## src/rtl/adc_cfg_pkg.sv

```systemverilog
package adc_cfg_pkg;

    localparam int BUS_W  = 10;
    localparam int IDX_W  = 2;
    localparam int REG_W  = BUS_W - IDX_W;
    localparam int SYNC_N = 2;

    localparam logic [IDX_W-1:0] IDX_CTL_A = 2'b00;
    localparam logic [IDX_W-1:0] IDX_CTL_B = 2'b01;

    typedef enum logic [1:0] {
        WS_IDLE   = 2'b00,
        WS_STROBE = 2'b01,
        WS_COMMIT = 2'b10
    } wr_state_e;

    typedef enum logic [1:0] {
        RES_10   = 2'b00,
        RES_4    = 2'b01,
        RES_8    = 2'b10,
        RES_TEST = 2'b11
    } res_e;

    typedef struct packed {
        logic [1:0] cal;
        logic       clk_ext;
        logic       diff;
        logic [1:0] mode;
        logic [1:0] chan;
    } ctl_a_t;

    typedef struct packed {
        logic       rsv_hi;
        logic       start_pin;
        logic [1:0] res;
        logic       rsv_lo;
        logic       fmt_bin;
        logic       auto_pd;
        logic       sw_pd;
    } ctl_b_t;

    localparam logic [REG_W-1:0] CTL_B_MASK = 8'b0111_0111;

endpackage

```

## src/rtl/adc_cfg_sync.sv

```systemverilog
module adc_cfg_sync #(
    parameter int             W       = 1,
    parameter int             STAGES  = 2,
    parameter logic [W-1:0]   RST_VAL = '0
) (
    input  logic         clk,
    input  logic         rst_n,
    input  logic [W-1:0] d,
    output logic [W-1:0] q
);

    logic [W-1:0] stg [STAGES];

    generate
        for (genvar i = 0; i < STAGES; i++) begin : g_stage
            if (i == 0) begin : g_first
                always_ff @(posedge clk or negedge rst_n) begin
                    if (!rst_n) stg[0] <= RST_VAL;
                    else        stg[0] <= d;
                end
            end else begin : g_next
                always_ff @(posedge clk or negedge rst_n) begin
                    if (!rst_n) stg[i] <= RST_VAL;
                    else        stg[i] <= stg[i-1];
                end
            end
        end
    endgenerate

    assign q = stg[STAGES-1];

endmodule

```

## src/rtl/adc_cfg_wr_fsm.sv

```systemverilog
module adc_cfg_wr_fsm
    import adc_cfg_pkg::*;
(
    input  logic             clk,
    input  logic             rst_n,
    input  logic             cs_s,
    input  logic             wr_s,
    input  logic [BUS_W-1:0] data_s,
    output ctl_a_t           cfg_a,
    output ctl_b_t           cfg_b
);

    wr_state_e        state, state_nxt;
    logic [BUS_W-1:0] hold;
    logic             do_capture;
    logic             do_commit;
    logic [IDX_W-1:0] hold_idx;
    logic [REG_W-1:0] hold_val;

    assign hold_idx = hold[BUS_W-1 -: IDX_W];
    assign hold_val = hold[REG_W-1:0];

    // state register
    always_ff @(posedge clk or negedge rst_n) begin
        if (!rst_n) state <= WS_IDLE;
        else        state <= state_nxt;
    end

    // next state and per-state controls
    always_comb begin
        state_nxt  = state;
        do_capture = 1'b0;
        do_commit  = 1'b0;
        unique case (state)
            WS_IDLE: begin
                if (!cs_s && !wr_s) state_nxt = WS_STROBE;
            end
            WS_STROBE: begin
                do_capture = 1'b1;
                if (cs_s)       state_nxt = WS_IDLE;
                else if (wr_s)  state_nxt = WS_COMMIT;
            end
            WS_COMMIT: begin
                do_commit = 1'b1;
                state_nxt = WS_IDLE;
            end
            default: state_nxt = WS_IDLE;
        endcase
    end

    always_ff @(posedge clk or negedge rst_n) begin
        if (!rst_n) begin
            hold  <= '0;
            cfg_a <= '0;
            cfg_b <= '0;
        end else begin
            if (do_capture) hold <= data_s;
            if (do_commit) begin
                if (hold_idx == IDX_CTL_A) cfg_a <= ctl_a_t'(hold_val);
                if (hold_idx == IDX_CTL_B) cfg_b <= ctl_b_t'(hold_val & CTL_B_MASK);
            end
        end
    end

    AST_COMMIT_SINGLE: assert property (@(posedge clk) disable iff (!rst_n)
        state == WS_COMMIT |=> state == WS_IDLE);
    AST_CFG_HOLD: assert property (@(posedge clk) disable iff (!rst_n)
        state != WS_COMMIT |=> ($stable(cfg_a) && $stable(cfg_b)));
    AST_ARM_NEEDS_CS: assert property (@(posedge clk) disable iff (!rst_n)
        (state == WS_IDLE && cs_s) |=> state == WS_IDLE);
    AST_HIGH_IDX_IGNORED: assert property (@(posedge clk) disable iff (!rst_n)
        (state == WS_COMMIT && hold_idx[IDX_W-1]) |=> ($stable(cfg_a) && $stable(cfg_b)));

endmodule

```

## src/rtl/adc_cfg_rd_fmt.sv

```systemverilog
module adc_cfg_rd_fmt
    import adc_cfg_pkg::*;
(
    input  logic             cs_n,
    input  logic             rd_n,
    input  logic [1:0]       res,
    input  logic             fmt_bin,
    input  logic [BUS_W-1:0] code,
    output logic [BUS_W-1:0] bus_out,
    output logic             bus_oe
);

    localparam int PAD8 = BUS_W - 8;
    localparam int PAD4 = BUS_W - 4;

    logic [BUS_W-1:0] word;
    logic [7:0]       c8;
    logic [3:0]       c4;
    logic [BUS_W-1:0] cf;

    always_comb begin
        c8 = code[7:0];
        c4 = code[3:0];
        cf = code;
        if (!fmt_bin) begin
            c8[7]       = ~c8[7];
            c4[3]       = ~c4[3];
            cf[BUS_W-1] = ~cf[BUS_W-1];
        end
        unique case (res_e'(res))
            RES_8:   word = {c8, {PAD8{1'b0}}};
            RES_4:   word = {c4, {PAD4{1'b0}}};
            default: word = cf;
        endcase
    end

    assign bus_oe  = !cs_n && !rd_n;
    assign bus_out = bus_oe ? word : '0;

    always_comb begin
        if (bus_oe && res == RES_8)
            AST_R8_LOW_ZERO: assert (bus_out[PAD8-1:0] == '0);
        if (bus_oe && res == RES_4)
            AST_R4_LOW_ZERO: assert (bus_out[PAD4-1:0] == '0);
    end

endmodule

```

## src/rtl/adc_cfg_port.sv

```systemverilog
module adc_cfg_port
    import adc_cfg_pkg::*;
(
    input  logic             clk,
    input  logic             rst_n,
    input  logic             cs_n,
    input  logic             rd_n,
    input  logic             wr_n,
    input  logic [BUS_W-1:0] bus_in,
    output logic [BUS_W-1:0] bus_out,
    output logic             bus_oe,
    input  logic [BUS_W-1:0] conv_code,
    output logic [1:0]       cal_mode,
    output logic             clk_ext,
    output logic             diff_in,
    output logic [1:0]       conv_mode,
    output logic [1:0]       chan_sel,
    output logic             start_pin_sel,
    output logic [1:0]       res_sel,
    output logic             fmt_bin,
    output logic             auto_pd_en,
    output logic             sw_pd
);

    logic [1:0]       strb_s;
    logic [BUS_W-1:0] data_s;
    ctl_a_t           cfg_a;
    ctl_b_t           cfg_b;

    adc_cfg_sync #(.W(2), .STAGES(SYNC_N), .RST_VAL(2'b11)) u_strb_sync (
        .clk   (clk),
        .rst_n (rst_n),
        .d     ({cs_n, wr_n}),
        .q     (strb_s)
    );

    adc_cfg_sync #(.W(BUS_W), .STAGES(SYNC_N), .RST_VAL('0)) u_data_sync (
        .clk   (clk),
        .rst_n (rst_n),
        .d     (bus_in),
        .q     (data_s)
    );

    adc_cfg_wr_fsm u_wr (
        .clk    (clk),
        .rst_n  (rst_n),
        .cs_s   (strb_s[1]),
        .wr_s   (strb_s[0]),
        .data_s (data_s),
        .cfg_a  (cfg_a),
        .cfg_b  (cfg_b)
    );

    adc_cfg_rd_fmt u_rd (
        .cs_n    (cs_n),
        .rd_n    (rd_n),
        .res     (cfg_b.res),
        .fmt_bin (cfg_b.fmt_bin),
        .code    (conv_code),
        .bus_out (bus_out),
        .bus_oe  (bus_oe)
    );

    assign cal_mode      = cfg_a.cal;
    assign clk_ext       = cfg_a.clk_ext;
    assign diff_in       = cfg_a.diff;
    assign conv_mode     = cfg_a.mode;
    assign chan_sel      = cfg_a.chan;
    assign start_pin_sel = cfg_b.start_pin;
    assign res_sel       = cfg_b.res;
    assign fmt_bin       = cfg_b.fmt_bin;
    assign auto_pd_en    = cfg_b.auto_pd;
    assign sw_pd         = cfg_b.sw_pd;

endmodule

```

## config.mk

```make
export PLATFORM = sky130hd
export DESIGN_NAME = adc_cfg_port
export DESIGN_NICKNAME = d
export VERILOG_FILES = /design/src/rtl/adc_cfg_pkg.sv /design/src/rtl/adc_cfg_sync.sv /design/src/rtl/adc_cfg_wr_fsm.sv /design/src/rtl/adc_cfg_rd_fmt.sv /design/src/rtl/adc_cfg_port.sv
export SDC_FILE = /design/constraint.sdc
export NUM_CORES = 1
export LEC_CHECK = 0
export ABC_CLOCK_PERIOD_IN_PS = 3400
export CAP_MARGIN = 20
export CORE_UTILIZATION = 53
export CTS_BUF_LIST = sky130_fd_sc_hd__clkbuf_4 sky130_fd_sc_hd__clkbuf_8
export DETAILED_ROUTE_END_ITERATION = 16
export PLACE_DENSITY = 0.87
export SETUP_SLACK_MARGIN = 0.15
export SYNTH_ARGS = -nofsm -noshare
export SYNTH_HDL_FRONTEND = slang
export SYNTH_SLANG_ARGS = --single-unit
```

## constraint.sdc

```tcl
create_clock -name clk -period 3.4 [get_ports clk]
set_input_delay 0.51 -clock clk [delete_from_list [all_inputs] [get_ports clk]]
set_output_delay 0.51 -clock clk [all_outputs]
set_load 0.05 [all_outputs]
```

### Word-level counts from Yosys, hierarchy flattened

Index checks and enable logic that the tools add are counted.

| storage, ports and cells | value |
|---|---|
| flip-flop bits (word level) | 50 |
| input bits | 25 |
| word-level logic and storage cells | 48 |

| cells by class | value |
|---|---|
| equal/unequal tests | 7 |
| multiplexer cells | 11 |
| bitwise operators | 3 |
| reductions and logical operators | 11 |

Operators with widths:

| cell | number |
|---|---|
| one-hot mux 10 bit (2 select lines) | 1 |
| two-way mux 10 bit | 1 |
| == test 2 x 1 -> 1 bit (second input constant) | 3 |
| two-way mux 2 bit | 3 |
| AND reduction 2 bit | 3 |
| two-way mux 1 bit | 5 |
| == test 2 bit (second input constant) | 2 |
| logical NOT 1 bit | 4 |
| logical NOT 2 bit | 2 |
| one-hot mux 2 bit (2 select lines) | 1 |
| != test 3 bit (second input constant) | 1 |
| NOT 1 bit | 3 |
| logical AND 1 bit | 2 |
| != test 2 x 1 -> 1 bit (second input constant) | 1 |

### Depth between registers and ports, before layout

| depth | value |
|---|---|
| word-level depth | 4 |
| mapped depth | 5 |
| depth with buffers taken out | 4 |

### Hierarchy

A second synthesis with hierarchy kept.

| unflattened totals | value |
|---|---|
| cells, all modules | 135 |
| area, all modules | 1,976.9 um2 |

By module, submodules not included:

| module | times used | cells an instance | area an instance (um2) | sequential area each (um2) |
|---|---|---|---|---|
| adc_cfg_wr_fsm | 1 | 60 | 1,006.0 | 650.6 |
| adc_cfg_sync at u_data_sync | 1 | 30 | 575.6 | 500.5 |
| adc_cfg_rd_fmt | 1 | 39 | 275.3 | 0.0 |
| adc_cfg_sync at u_strb_sync | 1 | 6 | 120.1 | 105.1 |

### Least setup slack after synthesis

Ideal clock, no wire load.

| path | value |
|---|---|
| path type | reg2out |
| from | register, netlist name u_wr.cfg_b[4] |
| to | output bus_out[9] |
| data arrival time | 2,575 ps |
| path slack | 315 ps |
| cell stages (with the launch flop) | 5 |
| cells stage by stage | dfrtp_1 -> inv_1 -> ha_1 -> clkbuf_1 -> o31ai_1 |

| on the way | value |
|---|---|
| word-level cells in the longest chain between the ends | 3 |

RTL lines:

| item | RTL line | text |
|---|---|---|
| == test 2 x 1 -> 1 bit / == test 2 bit (equally long branches) | n/a |  |
| one-hot mux 10 bit (2 select lines) * | adc_cfg_rd_fmt.sv:30 | `unique case (res_e'(res))` |
| two-way mux 10 bit * | adc_cfg_rd_fmt.sv:38 | `assign bus_out = bus_oe ? word : '0;` |
| to (decl) | adc_cfg_port.sv:10 | `output logic [BUS_W-1:0] bus_out,` |

Every way passes the cells marked *; elsewhere a longest branch is shown, timed or not.

### Final worst setup path

| path | value |
|---|---|
| from | register, netlist name u_wr.cfg_b[4] |
| to | output bus_out[3] |

| on the way | value |
|---|---|
| word-level cells in the longest chain between the ends | 3 |

RTL lines:

| item | RTL line |
|---|---|
| == test 2 x 1 -> 1 bit / == test 2 bit (equally long branches) | n/a |
| one-hot mux 10 bit (2 select lines) * | adc_cfg_rd_fmt.sv:30 |
| two-way mux 10 bit * | adc_cfg_rd_fmt.sv:38 |

Marks and branches as above.

==> run summary <==
Initial DRC Count = 40
critical path's top delay family = buffers and inverters
Synth top cells by count = 46 x dfrtp_1, 22 x mux2_2, 6 x nand2_1
core area = 0.00318 mm^2
Setup TNS = 0 ns
status = complete, no violations
Die ar. = 0.00370 mm^2
total gr overflow = 0
drt first pass iters = 3
Largest stage delay, worst path = 0.82 ns
WS Path Type = flip-flop to output pin
Final ANT Viol Nets = 0
CTS max path bufs = 2
# setup viols final = 0
CTS tree = built
Area contributors post-synth = dfrtp_1 63%, mux2_2 14%, dfstp_2 5.7%, ha_1 2.0%, nand3b_1 1.6%
CP max-delay cell = clkdlybuf4s50_1
CTS clk-pin slew, worst paths = 0.12 ns
Global Route Usage Sum = 20.3%
Layout Nets = 203
EDFF count, synth = 0
fmax = 329 MHz
gp weighted congestion = 0.619
CP Launch Type = flip-flop
Num Clock Sinks = 50
Worst Setup End Kind = output pin
Setup Skew = 0.0104 ns
average wire per standard cell = 15.4 um
post-synthesis cell type count = 23
asr flop ratio synth = 100%
Rows = 20
register area share after synthesis = 68.5%
Crit path required time = 2.89 ns
flops & latches, synth = 50
multi-input logic area = 549 um^2
layout cell share with drive strength beyond 1 = 21.7%
via count = 1145
dominant synthesized flop cell = dfrtp_1
Syn Inst Count = 121
Rel. slew slack = 37.3%
Final min period = 3.04 ns
Hold Path Class = flip-flop to flip-flop
largest net degree at the start of global routing = 51
DP HPWL = 2.46 mm
die width = 60.8 um
Max Slew Vio Count = 0
Critical Path Fanout Max = 18
Worst EP arrival = 2.53 ns
first-pass GRT wire length = 5.13 mm
post-CTS setup buffers = 0
Die Y = 60.8 um
I/O Buffers = 49
# H-tree levels = 2
Buf+Inv Stages, Crit Path = 2
io pins = 50
cell area after synthesis = 0.00183 mm^2
Avg Cell Area, Syn = 15.2 um^2
via/cell ratio = 5.23
top cell type's share of synthesized area = 62.8%
Power Dens Cells = 663 mW/mm^2
hold_ws = 0.360 ns
P_leak = 1.04 nW
Yosys warning total = 0
count leader, synth = dfrtp_1
worst path cell trace = inv_1 -> ha_1 -> nand3b_1 -> a21oi_1 -> clkdlybuf4s50_1
CTS Buf Count = 5
Register Area = 0.00126 mm^2
end-of-flow core utilization = 76.8%
Final period util = 89.4%
initial core utilization = 57.7%
Synth area leader = dfrtp_1
vias in the first global route = 1185
RSZ-0062 raised after global routing = no
synth-to-layout area growth = 33.0%
root buffer selected by CTS = clkbuf_4
Residual DRC = 0
total wire length = 3.36 mm
clock latency reported for the late side of the worst-skew pair = 0.36 ns
max_cap viols = 0
Least-Margin Pin Slew = 0.939 ns
Hold Fails Final Rpt = 0
Antenna diodes = 0
FILL cells = 210
maximum vdd ir drop = 0.000440 V
Syn Nets = 149
initial antenna violation count = 0
==> state kept, by name (all words and copies together), names as in the netlist <==
signal and cells:
u_wr.hold 10, u_wr.state 2, u_strb_sync.q 2, u_wr.cfg_a 8, u_wr.cfg_b 6, u_data_sync.stg 10
u_strb_sync.stg 2, u_data_sync.q 10
==> cells by family after synthesis <==
family                   count (synthesis)  share of synthesized area (%)
flip-flops                              50                           68.5
XOR/XNOR                                 3                           1.43
AND/OR/NAND/NOR                         25                           9.07
AO/OA/AOI/OAI                           11                           3.89
adder cells (fa/ha/maj)                  3                           2.05
buffers and inverters                    7                           1.57
multiplexers                            22                           13.5
==> layer usage <==
layer  global-route usage (%)  up-vias  wire [um]  part of all wire (%)
met4                     12.3        0         87                   2.6
met2                     37.2       45       1820                    54
met1                     20.7      564       1270                    38
li1                         -      526          -                     -
met3                     5.12       10        179                   5.3
met5                        0        -          0                     0
==> layout make-up <==
cell class	instances	area share, %
Sequential cell	50	51.5
Multi-Input combinational cell	64	22.5
Timing Repair Buffer	51	21.1
Tap cell	44	2.26
Clock buffer	7	2.15
Inverter	3	0.462
==> where the power goes <==
group          total, mW  switching, mW  internal, mW  leakage [nW]
combinational      0.626          0.380         0.246         0.406
clock              0.254          0.160        0.0941        0.0322
sequential         0.738         0.0560         0.682         0.602
total               1.62          0.596          1.02          1.04
==> timing repair <==
item / in CTS / in global routing
gates resized for setup: 0 / 0
hold buffers: 0 / 1
hold endpoints to repair: 0 / 6
endpoints found under the setup margin: 0 / 0
==> worst paths after layout <==
path	end	cells past startpoint	slack, ns	startpoint
max	bus_out[3]	5	0.36	u_wr.cfg_b[4]
min	u_data_sync.q[7]	0	0.36	u_data_sync.stg[17]
max reg2reg	u_wr.hold[3]	2	1.67	u_wr.state[0]
min reg2reg	u_data_sync.q[7]	0	0.36	u_data_sync.stg[17]
max in group asynchronous	u_strb_sync.q[1]	3	2.40	rst_n
min in group asynchronous	u_data_sync.stg[17]	2	0.50	rst_n
==> layout by cell type, fill, tap and decap left out, drive strengths merged <==
cell           synthesis  layout
a21oi                  4       4
dlygate4sd3            0       1
and3                   2       2
o31ai                  1       1
nand2                  6       6
buf                    2       2
dfrtp                 46      46
mux2                  22      22
xnor2                  3       3
nand3b                 4       4
a22oi                  1       1
or2                    1       1
nor3                   4       4
ha                     3       3
nand3                  1       1
clkbuf                 2       7
and4bb                 1       1
nor2b                  4       4
and3b                  1       1
dfstp                  4       4
nor4b                  1       1
inv                    3       3
a221oi                 3       3
clkdlybuf4s50          0      48
o21ai                  2       2
==> through the flow <==
| stage | worst slack [ns] | std cells | total power, mW | area (um^2) |
|---|---|---|---|---|
| floorplan | 0.315 | 121 | 1.15 | 1830 |
| global placement | 0.476 | 210 | 1.35 | 2360 |
| detailed placement | 0.388 | 210 | 1.38 | 2360 |
| CTS | 0.342 | 217 | 1.63 | 2410 |
| global route | 0.187 | 219 | 1.69 | 2440 |
| finish | 0.361 | 219 | 1.62 | 2440 |
Power figures use the tool's default switching activity.
